`src/rtl/mesh_router.sv`:
```
module mesh_router #(
  parameter int DATA_W = 8,
  parameter int OFF_W  = 4,
  parameter int DEPTH  = 4
) (
  input  logic                          clk,
  input  logic                          rst_n,
  input  logic [4:0]                    in_valid,
  output logic [4:0]                    in_ready,
  input  logic [5*(DATA_W+2*OFF_W)-1:0] in_flit,
  output logic [4:0]                    out_valid,
  input  logic [4:0]                    out_ready,
  output logic [5*(DATA_W+2*OFF_W)-1:0] out_flit
);
  localparam int NP = 5;
  localparam int FW = DATA_W + 2*OFF_W;
  localparam int PW = $clog2(DEPTH);
  localparam int CW = $clog2(DEPTH+1);
  localparam logic [2:0] P_LOC = 3'd0, P_N = 3'd1, P_S = 3'd2, P_E = 3'd3, P_W = 3'd4;
  localparam logic signed [OFF_W-1:0] ONE = OFF_W'(1);

  function automatic logic [2:0] route_of(input logic signed [OFF_W-1:0] dx,
                                          input logic signed [OFF_W-1:0] dy);
    if (dx > 0)      return P_E;
    else if (dx < 0) return P_W;
    else if (dy > 0) return P_N;
    else if (dy < 0) return P_S;
    else             return P_LOC;
  endfunction

  function automatic logic [FW-1:0] step(input logic [FW-1:0] f);
    logic signed [OFF_W-1:0] dx, dy;
    dx = f[DATA_W +: OFF_W];
    dy = f[DATA_W+OFF_W +: OFF_W];
    case (route_of(dx, dy))
      P_E:     dx = dx - ONE;
      P_W:     dx = dx + ONE;
      P_N:     dy = dy - ONE;
      P_S:     dy = dy + ONE;
      default: ;
    endcase
    return {dy, dx, f[DATA_W-1:0]};
  endfunction

  function automatic logic [2:0] rr_pick(input logic [2:0] start, input logic [NP-1:0] r);
    logic [2:0] w;
    int idx;
    w = start;
    for (int k = NP-1; k >= 0; k--) begin
      idx = int'(start) + k;
      if (idx >= NP) idx = idx - NP;
      if (r[idx]) w = 3'(idx);
    end
    return w;
  endfunction

  logic [FW-1:0]      head [NP];
  logic [FW-1:0]      fwd  [NP];
  logic [2:0]         rt   [NP];
  logic [2:0]         win  [NP];
  logic [NP-1:0]      hv;
  logic [NP-1:0]      deq;
  logic [NP*CW-1:0]   occ_flat;

  for (genvar i = 0; i < NP; i++) begin : g_in
    logic [FW-1:0] mem [DEPTH];
    logic [PW-1:0] wp, rp;
    logic [CW-1:0] cnt;
    logic          push;

    assign in_ready[i] = cnt < CW'(DEPTH);
    assign push        = in_valid[i] && in_ready[i];
    assign hv[i]       = cnt != '0;
    assign head[i]     = mem[rp];
    assign rt[i]       = route_of(head[i][DATA_W +: OFF_W], head[i][DATA_W+OFF_W +: OFF_W]);
    assign fwd[i]      = step(head[i]);
    assign deq[i]      = hv[i] && out_ready[rt[i]] && (win[rt[i]] == 3'(i));
    assign occ_flat[i*CW +: CW] = cnt;

    always_ff @(posedge clk) begin
      if (push) mem[wp] <= in_flit[i*FW +: FW];
    end

    always_ff @(posedge clk) begin
      if (!rst_n) begin
        wp  <= '0;
        rp  <= '0;
        cnt <= '0;
      end else begin
        if (push)   wp <= (wp == PW'(DEPTH-1)) ? '0 : wp + 1'b1;
        if (deq[i]) rp <= (rp == PW'(DEPTH-1)) ? '0 : rp + 1'b1;
        cnt <= cnt + CW'(push) - CW'(deq[i]);
      end
    end
  end

  for (genvar o = 0; o < NP; o++) begin : g_out
    logic [NP-1:0] req;
    logic [2:0]    ptr;

    for (genvar i = 0; i < NP; i++) begin : g_req
      assign req[i] = hv[i] && (rt[i] == 3'(o));
    end

    assign win[o]               = rr_pick(ptr, req);
    assign out_valid[o]         = |req;
    assign out_flit[o*FW +: FW] = fwd[win[o]];

    always_ff @(posedge clk) begin
      if (!rst_n)
        ptr <= '0;
      else if (out_valid[o] && out_ready[o])
        ptr <= (win[o] == 3'(NP-1)) ? 3'd0 : win[o] + 3'd1;
      else if (out_valid[o])
        ptr <= win[o];
    end
  end
endmodule


```
`config.mk`:
```
export PLATFORM = sky130hd
export DESIGN_NAME = mesh_router
export DESIGN_NICKNAME = d
export VERILOG_FILES = /design/src/rtl/mesh_router.sv
export SDC_FILE = /design/constraint.sdc
export NUM_CORES = 1
export LEC_CHECK = 0
export BUFFER_PORTS_ARGS = -buffer_cell sky130_fd_sc_hd__buf_2
export CAP_MARGIN = 20
export CORE_MARGIN = 2
export CORE_UTILIZATION = 30
export CTS_BUF_LIST = sky130_fd_sc_hd__clkbuf_8 sky130_fd_sc_hd__clkbuf_16
export CTS_CLUSTER_DIAMETER = 200
export CTS_CLUSTER_SIZE = 14
export DETAILED_ROUTE_END_ITERATION = 16
export PLACE_DENSITY = 0.58
export SYNTH_ARGS = -nofsm -noshare
export SYNTH_HDL_FRONTEND = slang
export SYNTH_SLANG_ARGS = --single-unit
```
`constraint.sdc`:
```
create_clock -name clk -period 5.65 [get_ports clk]
set_input_delay 0.8475 -clock clk [delete_from_list [all_inputs] [get_ports clk]]
set_output_delay 0.8475 -clock clk [all_outputs]
set_load 0.05 [all_outputs]
```
==> results of run 1 <==
-- repair_timing --
action | CTS | global route
buffers inserted | 72 | 57
pin swaps | 84 | 82
gates resized for setup | 334 | 237
endpoints found under the setup margin | 82 | 87
gates cloned | 7 | 6
-- area by class of cell --
| class | instances | area (um2) |
|---|---|---|
| Multi-Input combinational cell | 1792 | 16100 |
| Timing Repair Buffer | 580 | 5240 |
| Inverter | 107 | 414 |
| Tap cell | 1144 | 1430 |
| Fill cell | 8107 | 50600 |
| Sequential cell | 380 | 10800 |
| Clock buffer | 31 | 776 |
| Clock inverter | 27 | 130 |
| Timing Repair inverter | 1 | 7.51 |
-- placed cells by master (no fill, tap or decap), drive strengths merged, types with 13 or more instances in the layout --
cell type,n
or2,19
nand3,33
nand4,17
o21ai,127
inv,129
and2,40
a21oi,118
nor3,61
mux2,48
nor2b,32
nand2b,41
nor4,26
dfxtp,60
xnor2,32
or3,19
a21o,13
o22ai,59
nor3b,13
and3,15
buf,568
ha,134
mux4,90
xor2,17
o211ai,28
a22oi,21
edfxtp,320
clkbuf,43
a31oi,23
a211oi,35
nand2,154
nor2,197
fa,15
mux2i,146
-- worst max-delay path, stage by stage (launching register included) --
cell and delay, ns:
dfxtp_4 0.37, buf_4 0.12, buf_12 0.11, mux4_2 0.52, or4_4 0.56, nor4_4 0.19
buf_4 0.21, buf_6 0.13, o221ai_1 0.10, a31oi_1 0.26, nor2_1 0.16, nor2_1 0.29
or2_4 0.31, buf_4 0.15, mux2i_1 0.19, nor2_1 0.07, o32ai_2 0.25, buf_4 0.20
buf_8 0.15
-- cell families (layout without fill, tap and decap cells) --
kind of cell	count (synthesis)	count (layout)	synth area share (%)
and+or+nand+nor	719	720	14.4
AOI/OAI and AO/OA	590	590	15.4
DFF	380	380	41.6
muxes	284	284	15.5
buffers and inverters	233	746	3.80
adders and majority gates	149	149	7.61
xor gates and xnor gates	49	49	1.65
-- synthesized netlist by cell type (all sizes together), types with 26 or more instances --
master / number
inv: 105
o22ai: 59
clkbuf: 69
edfxtp: 320
nand2b: 41
nor2b: 32
nand3: 33
mux2i: 146
mux4: 90
nor3: 61
a211oi: 35
a21oi: 118
buf: 57
and2: 40
nor4: 26
xnor2: 32
dfxtp: 60
ha: 134
nand2: 154
o211ai: 28
nor2: 197
o21ai: 127
mux2: 48
-- registers in the layout (all words and copies together), names as in the netlist, named ones only --
| signal | flops |
|---|---|
| g_in.rp | 10 |
| g_in.cnt | 15 |
| g_in.mem | 320 |
| g_in.wp | 10 |
| g_out.ptr | 15 |
-- routing by layer --
layer	part of all wire (%)	GRT usage (%)
met1	43	26.4
met3	6.9	3.00
met2	47	31.9
met5	0	0
met4	2.9	5.56
-- metrics by stage --
step                TNS (ns)  area (um2)  hold slack [ns]  setup slack [ns]  utilization [%]
floorplan              -3.45       26300            0.454            -0.320                -
global placement           0       30400            0.477            0.0412             35.6
detailed placement   -0.0253       30400            0.477           -0.0253             35.6
CTS                    -2.21       33300            0.430            -0.131             39.0
global route           -9.07       34900            0.455            -0.325             40.8
finish                 -2.83       34900            0.461            -0.155             40.8
-- worst paths after layout --
kind                                  endpoint  depth (start not counted)                        from
setup reg to reg     g_in[0].cnt[1]$_SDFF_PN0_                         25                    register
hold reg to reg                       register                          2  g_in[1].rp[1]$_SDFFE_PN0N_
hold / removal    g_in[3].mem[1][14]$_DFFE_PP_                          1                 in_flit[62]
setup / recovery                  out_flit[15]                         18                    register
==> out/metrics.cfg, run 1 <==
[cells_and_area]
stdcell_count = 4062
area_growth_pct = 34.5
diodes = 0
nets = 3134
drive_gt1_share_pct = 37.7

[routing]
route.detailed.drc = 0
vias_per_cell = 5.48
wirelength_mm = 91.8
drt_iter0_drc = 2004
ant_nets = 0
wl_per_cell_um = 22.6
first_pass_iters = 5
vias = 22300

[sta]
setup-violations-final = 38
slew_viol_final = 0
timing.final.ws_setup_ns = -0.155
hold_viol_final = 0
finalClockSkew_ns = 0.0364
rsz0062_at_grt = yes
tightestPinTransition_ns = 1.04
slew_headroom_pct = 29.7
fin_crit_ns = 5.80
fin_crit_sh_pct = 103
max_freq_ghz = 0.172

[critical_path]
crit_required_ns = 4.80
critPathLaunchType = register
r2r_slack_ns = 0.13
critPathKind = register to primary output
cp_max_fo = 8
crit_path_end_kind = primary output
critPathArrivalTime_ns = 4.96

[cts]
tritoncts = built
cts_root_buffer = clkbuf_16
clock_path_buffers = 3
cts.clk_slew.worst_paths_ns = 0.09
ctsHoldBuffers = 0
cts_sinks = 380
clock_latency_ns = 0.61
h-tree-depth = 1
cts_buffers = 31

[status]
status = finished with violations
violations = negative setup slack

[job]
max_cap_violations = 0

[synth]
synth_edf_count = 320
netlist_area_mm2 = 0.0260
syn_inst = 2404
yosysSeqAreaShare_pct = 41.6
syn_nets = 2645
synth_area_leaders = edfxtp_1 37%, mux4_2 7.7%, ha_1 6.5%
syn_avg_cell_area_um2 = 10.8
yosys_warnings = 0
ys_types = 110
ys_ff_latch = 380
synth_top_area_share_pct = 37.0
synthArstFlopShare_pct = 0
yosys_most_used_dff = edfxtp_1
yosysTopAreaCell = edfxtp_1

[grt]
grt_first_pass_wirelength_mm = 134
antenna_found_initial = 2
grt_max_degree = 36
first_global_vias = 20900
grt_use_total_pct = 19.4
grt_overflow_total = 0

[floorplan]
die_w_um = 298
die_h_um = 298
ios = 182
die_area_mm2 = 0.0890
core_area_mm2 = 0.0855
start_util_pct = 30.4
rows = 107

[place]
dp_cells = 3862
port_buffers = 181
dp.final_hpwl_mm = 68.7
gp_congestion = 0.974

[hold_path]
hold_class = input port to register

Power of run 1 is not shown: default switching activity piles up to over one toggle a cycle in this logic, so the estimate is an artifact.
==> run 2, diff against run 1 <==
--- a/config.mk
+++ b/config.mk
@@ -13,7 +13,8 @@
 export CTS_CLUSTER_DIAMETER = 200
 export CTS_CLUSTER_SIZE = 14
 export DETAILED_ROUTE_END_ITERATION = 16
-export PLACE_DENSITY = 0.58
+export PLACE_DENSITY = 0.49
+export SKIP_CTS_REPAIR_TIMING = 1
 export SYNTH_ARGS = -nofsm -noshare
 export SYNTH_HDL_FRONTEND = slang
 export SYNTH_SLANG_ARGS = --single-unit
==> run 2 against run 1 <==
Effect of this change:
- the flow still finishes with violations (negative setup slack)
- fmax is 2.0% lower
- core utilization is 0.75 points higher
- worst hold slack worse by 0.010 ns
- non-clock buffer count is 29 higher
- sequential share of layout area is 0.54 points lower
- critical path depth is 1 higher
- worst setup slack worse by 0.12 ns
- first-iteration DRC count is 13% lower
- global-route usage is 1.2 points higher
- register-to-register slack worse by 0.02 ns
- wire length is 7.8% higher
==> out/metrics.cfg, run 2 (synthesis results as in run 1) <==
[routing]
vias_per_cell = 5.49  ; +0.21%
first_pass_iters = 5  ; unchanged
ant_nets = 0  ; unchanged
route.detailed.drc = 0  ; unchanged
wirelength_mm = 99.0  ; +7.8%
drt_iter0_drc = 1737  ; -13%
vias = 22500  ; +0.92%
wl_per_cell_um = 24.2  ; +7.0%

[sta]
fin_crit_ns = 5.93  ; +0.121 ns
fin_crit_sh_pct = 105  ; +2.1 points
setup-violations-final = 61  ; +61%
slew_viol_final = 0  ; unchanged
fin_tns_setup_ns = -8.43  ; -5.60 ns
rsz0062_at_grt = yes
tightestPinTransition_ns = 1.28  ; +0.234 ns
timing.final.ws_setup_ns = -0.275  ; -0.121 ns
slew_headroom_pct = 13.9  ; -16 points
max_freq_ghz = 0.169  ; -2.0%
finalClockSkew_ns = 0.0285  ; -0.00785 ns
hold_viol_final = 0  ; unchanged

[floorplan]
die_h_um = 298  ; unchanged
die_area_mm2 = 0.0890  ; unchanged
die_w_um = 298  ; unchanged
rows = 107  ; unchanged
ios = 182  ; unchanged
start_util_pct = 30.4  ; unchanged
core_area_mm2 = 0.0855  ; unchanged

[critical_path]
r2r_slack_ns = 0.11  ; -0.02 ns
cp_max_fo = 11  ; +3
critPathArrivalTime_ns = 5.08  ; +0.12 ns
critPathLaunchType = register
timing.rr.end = g_in[4].cnt[1]$_SDFF_PN0_
crit_path_end_kind = primary output
crit_required_ns = 4.80  ; about the same
worstRegToRegCells = 22  ; -12%
critPathKind = register to primary output

[hold_path]
holdPathStages = 1  ; unchanged
min_from = in_flit[9]
hold_class = input port to register
min_delay_worst_endpoint = g_in[0].mem[3][9]$_DFFE_PP_

[cells_and_area]
area_growth_pct = 36.9
largest_reg_flops = 320  ; unchanged
drive_gt1_share_pct = 38.1  ; +0.33 points
layout_common_cells = 322 x buf_4, 320 x edfxtp_1, 183 x nor2_1, 146 x nand2_1, 125 x ha_1
top_register = g_in.mem
layout_commonest_cell = buf_4
largestRegisters = g_in.mem x320, g_in.cnt x15, g_out.ptr x15
nets = 3161  ; +0.86%

[cts]
cts.clk_slew.worst_paths_ns = 0.09  ; about the same
cts_sinks = 380  ; unchanged
cts_root_buffer = clkbuf_16
cts_buffers = 31  ; unchanged
clock_path_buffers = 3  ; unchanged
h-tree-depth = 1  ; unchanged
tritoncts = built
clock_latency_ns = 0.62  ; about the same

[job]
max_cap_violations = 0  ; unchanged

[place]
dp.final_hpwl_mm = 75.1  ; +9.4%
gp_congestion = 0.957  ; -1.8%
port_buffers = 181  ; unchanged

[status]
violations = negative setup slack
status = finished with violations

[grt]
grt_overflow_total = 0  ; unchanged
grt_max_degree = 43  ; +19%
antenna_found_initial = 7  ; +5
first_global_vias = 21500  ; +2.6%
grt_first_pass_wirelength_mm = 140  ; +5.0%
grt_use_total_pct = 20.6  ; +1.2 points

-- run 2: per-layer routing --
| layer | vias to the layer above | track usage [%] | part of all wire, % |
|---|---|---|---|
| met2 | 717 | 35.2 | 48 |
| met4 | 6 | 4.67 | 2.6 |
| met5 | - | 0 | 0.042 |
| met3 | 141 | 2.36 | 5.2 |
| li1 | 10300 | - | - |
| met1 | 11300 | 28.1 | 44 |
-- run 2: critical path, cell delays in order (launching register included) --
cell and delay [ns]:
dfxtp_4 0.38, mux4_2 0.51, inv_1 0.09, ha_1 0.17
nand2b_1 0.11, o2bb2ai_2 0.27, a21oi_4 0.14, mux4_2 0.48
a22o_1 0.24, or4_4 0.51, a221oi_2 0.22, a211o_4 0.21
buf_6 0.13, inv_6 0.04, buf_12 0.14, mux2i_2 0.20
a21oi_2 0.09, o22ai_2 0.24, buf_6 0.15, buf_12 0.13
-- run 2: how the worst max path moves through the flow --
stage | endpoint | cells after the start | slack (ns)
floorplan | out_flit[64] | 18 | -0.32
global placement | out_flit[30] | 19 | -0.19
detailed placement | out_flit[30] | 19 | -0.27
CTS | out_flit[30] | 19 | -0.95
global route | out_flit[15] | 18 | -0.40
finish | out_flit[63] | 19 | -0.28
-- run 2: metrics by stage --
stage                     worst slack, ns  area, um2  hold WS [ns]  cells  utilization, %
after CTS                          -0.947      31800         0.410   3945            37.1
after detailed placement           -0.273      30900         0.488   3887            36.1
final                              -0.275      35600         0.450   4091            41.6
after global placement             -0.191      30900         0.470   3887            36.1
after global routing               -0.402      35600         0.439   4090            41.6
after floorplan                    -0.320      26300         0.454   2404               -
-- run 2: area by class of cell --
class                   count  area, um2
diodes                      2       5.00
clock buffers              31        776
clock inverters            27        130
fillers                  8196      50000
inverters                 107        419
multi-input cells        1791      16200
flip-flops and latches    380      10800
well taps                1144       1430
repair buffers            609       5750
Power of run 2 is left out for the same reason.
==> run 3, diff against run 2 <==
--- a/config.mk
+++ b/config.mk
@@ -5,6 +5,7 @@
 export SDC_FILE = /design/constraint.sdc
 export NUM_CORES = 1
 export LEC_CHECK = 0
+export ABC_AREA = 1
 export BUFFER_PORTS_ARGS = -buffer_cell sky130_fd_sc_hd__buf_2
 export CAP_MARGIN = 20
 export CORE_MARGIN = 2
==> run 3 against run 2 <==
Effect of this change:
- the run now ends clean
- first-iteration DRC count increased by 25%
- clock skew down 0.0014 ns
- area after synthesis decreased by 4.7%
- cell count increased by 8.7%
- wire length shrank 6.8%
- critical endpoint is now out_flit[15]
- largest cell class unchanged
==> out/metrics.cfg, run 3 <==
[routing]
vias_per_cell = 5.11  ; -6.9%
first_pass_iters = 6  ; +1
wl_per_cell_um = 20.7  ; -14%
drt_iter0_drc = 2174  ; +25%
route.detailed.drc = 0  ; unchanged
wirelength_mm = 92.2  ; -6.8%
ant_nets = 0  ; unchanged
vias = 22800  ; +1.2%

[critical_path]
path_delay_family = buffers and inverters
critPathArrivalTime_ns = 4.59  ; -0.49 ns
worst_path_max_delay_cell = dfxtp_1
critPathMostFrequentCell = nand2_1
crit_chain = inv_2, ha_1, inv_1, ha_1, a21oi_1, nand2_1, inv_1, or2_2, xor2_1, nand3_1, nand2_1, a21oi_1, nand2_1, nand2_2, a21oi_4, buf_4, nand2_2, inv_4, nand2_1, o2111ai_1, nand2_1, o21ai_0, buf_4, buf_12
crit_path_end_kind = primary output
critPathLaunchType = register
cpPeakStageDelay_ns = 0.34  ; -0.17 ns
crit_required_ns = 4.80  ; about the same
cp_max_fo = 9  ; -2
r2r_slack_ns = 0.62  ; +0.51 ns
critPathKind = register to primary output
crit_buf_inv = 7  ; +1

[synth]
synth_top_area_share_pct = 38.8  ; +1.8 points
netlist_top_cells_count = 845 x nand2_1, 348 x inv_1, 320 x edfxtp_1
synth-compound-area-share_pct = 14.5  ; -0.83 points
synth-adder-area-share_pct = 7.99  ; +0.38 points
syn_avg_cell_area_um2 = 8.14  ; -25%
synth_edf_count = 320  ; unchanged
ys_types = 59  ; -46%
yosysSeqAreaShare_pct = 43.7  ; +2.1 points
yosys_warnings = 0  ; unchanged
synthArstFlopShare_pct = 0  ; unchanged
syn_nets = 3282  ; +24%
synth_area_leaders = edfxtp_1 39%, nand2_1 13%, ha_1 6.8%
yosysTopAreaCell = edfxtp_1
muxShareOfSynthArea_pct = 0  ; -16 points
syn_inst = 3041  ; +26%
synthXorXnorAreaFrac_pct = 1.91  ; +0.26 points
ys_ff_latch = 380  ; unchanged
synth_most_common_cell = nand2_1
synth_top_family_by_area = simple AND/OR/NAND/NOR gates
yosys_most_used_dff = edfxtp_1
synthSimpleGateAreaFrac_pct = 24.2  ; +9.8 points
netlist_area_mm2 = 0.0248  ; -4.7%

[status]
status = finished, final reports clean

[cells_and_area]
final_util_pct = 37.2  ; -4.3 points
area_growth_pct = 23.1
layout_common_cells = 833 x nand2_1, 360 x inv_1, 320 x edfxtp_1, 239 x nand3_1, 173 x buf_4
top_register = g_in.mem
nets = 3592  ; +14%
largest_reg_flops = 320  ; unchanged
largestRegisters = g_in.mem x320, g_in.cnt x15, g_out.ptr x15
drive_gt1_share_pct = 18.1  ; -20 points
layout_commonest_cell = nand2_1

[floorplan]
ios = 182  ; unchanged
die_w_um = 291  ; -2.3%
die_h_um = 291  ; -2.3%
die_area_mm2 = 0.0848  ; -4.6%
rows = 105  ; -1.9%
start_util_pct = 30.2  ; -0.12 points
core_area_mm2 = 0.0818  ; -4.3%

[sta]
slew_headroom_pct = 27.4  ; +13 points
finalClockSkew_ns = 0.0271  ; -0.00144 ns
hold_viol_final = 0  ; unchanged
rsz0062_at_grt = yes
slew_viol_final = 0  ; unchanged
fin_crit_sh_pct = 96.2  ; -8.7 points
fin_crit_ns = 5.44  ; -0.489 ns
max_freq_ghz = 0.184  ; +9.0%
setup-violations-final = 0  ; -100%
tightestPinTransition_ns = 1.08  ; -0.199 ns

[grt]
grt_first_pass_wirelength_mm = 136  ; -2.9%
grt_max_degree = 33  ; -23%
grt_use_total_pct = 21.0  ; +0.38 points
grt_overflow_total = 0  ; unchanged
antenna_found_initial = 6  ; -1
first_global_vias = 21200  ; -1.3%

[place]
gp_congestion = 0.995  ; +4.0%
dp.final_hpwl_mm = 70.7  ; -5.9%
port_buffers = 181  ; unchanged

[hold_path]
hold_class = input port to register

[cts]
cts_buffers = 31  ; unchanged
tritoncts = built
cts_root_buffer = clkbuf_16
h-tree-depth = 1  ; unchanged
cts.clk_slew.worst_paths_ns = 0.08  ; about the same
clock_path_buffers = 3  ; unchanged
cts_sinks = 380  ; unchanged
clock_latency_ns = 0.60  ; -0.02 ns

[job]
max_cap_violations = 0  ; unchanged

-- run 3: cells by family (layout without fill, tap and decap cells) --
group,after synthesis,count (layout)
xor+xnor,54,54
flops,380,380
other cells,0,3
buf+inv,478,812
compound gates,599,599
simple gates,1381,1381
fa+ha+maj,149,149
-- run 3: per-stage QoR --
step | TNS (ns) | cells | setup slack (ns) | instance area (um2) | hold WS [ns]
3_5_place_dp | 0 | 4358 | 0.393 | 28800 | 0.483
2_1_floorplan | 0 | 3041 | 0.576 | 24800 | 0.454
4_1_cts | -6.03 | 4415 | -0.281 | 29700 | 0.439
3_3_place_gp | 0 | 4358 | 0.332 | 28800 | 0.476
5_1_grt | -0.259 | 4445 | -0.0514 | 30500 | 0.463
6_report | 0 | 4448 | 0.214 | 30500 | 0.474
-- run 3: routing by layer --
metal / track usage, % / up-vias / wire (um)
met3: 3.14 / 164 / 7110
met5: 0 / - / 19
li1: - / 11000 / -
met2: 33.2 / 917 / 41100
met1: 29.8 / 10700 / 41200
met4: 5.95 / 4 / 2790
-- run 3: final timing paths --
path	startpoint	to	depth (start not counted)
max	g_out[0].ptr[1]$_SDFFE_PN0P_	out_flit[15]	24
min	in_flit[23]	g_in[1].mem[2][7]$_DFFE_PP_	1
max reg2reg	g_out[4].ptr[0]$_SDFFE_PN0P_	g_in[4].cnt[2]$_SDFF_PN0_	30
min reg2reg	g_in[2].cnt[2]$_SDFF_PN0_	g_in[2].cnt[2]$_SDFF_PN0_	1
-- run 3: layout make-up --
| type | count | area [um2] |
|---|---|---|
| antenna | 3 | 7.51 |
| clock buffer | 31 | 776 |
| clock inverter | 26 | 110 |
| fill | 8336 | 51400 |
| inverter | 392 | 1520 |
| multi-input combinational | 2183 | 12400 |
| sequential | 380 | 10800 |
| tap | 1070 | 1340 |
| timing repair buffer | 363 | 3460 |
-- run 3: worst register-to-register path, delay by kind of cell, from the launching register on --
family,cells,cell delay [ns]
AO/OA/AOI/OAI,6,0.89
buffers and inverters,6,0.85
flip-flops,1,0.33
adder cells (fa/ha/maj),5,1.37
AND/OR/NAND/NOR,13,1.51
Power of run 3 is left out for the same reason.
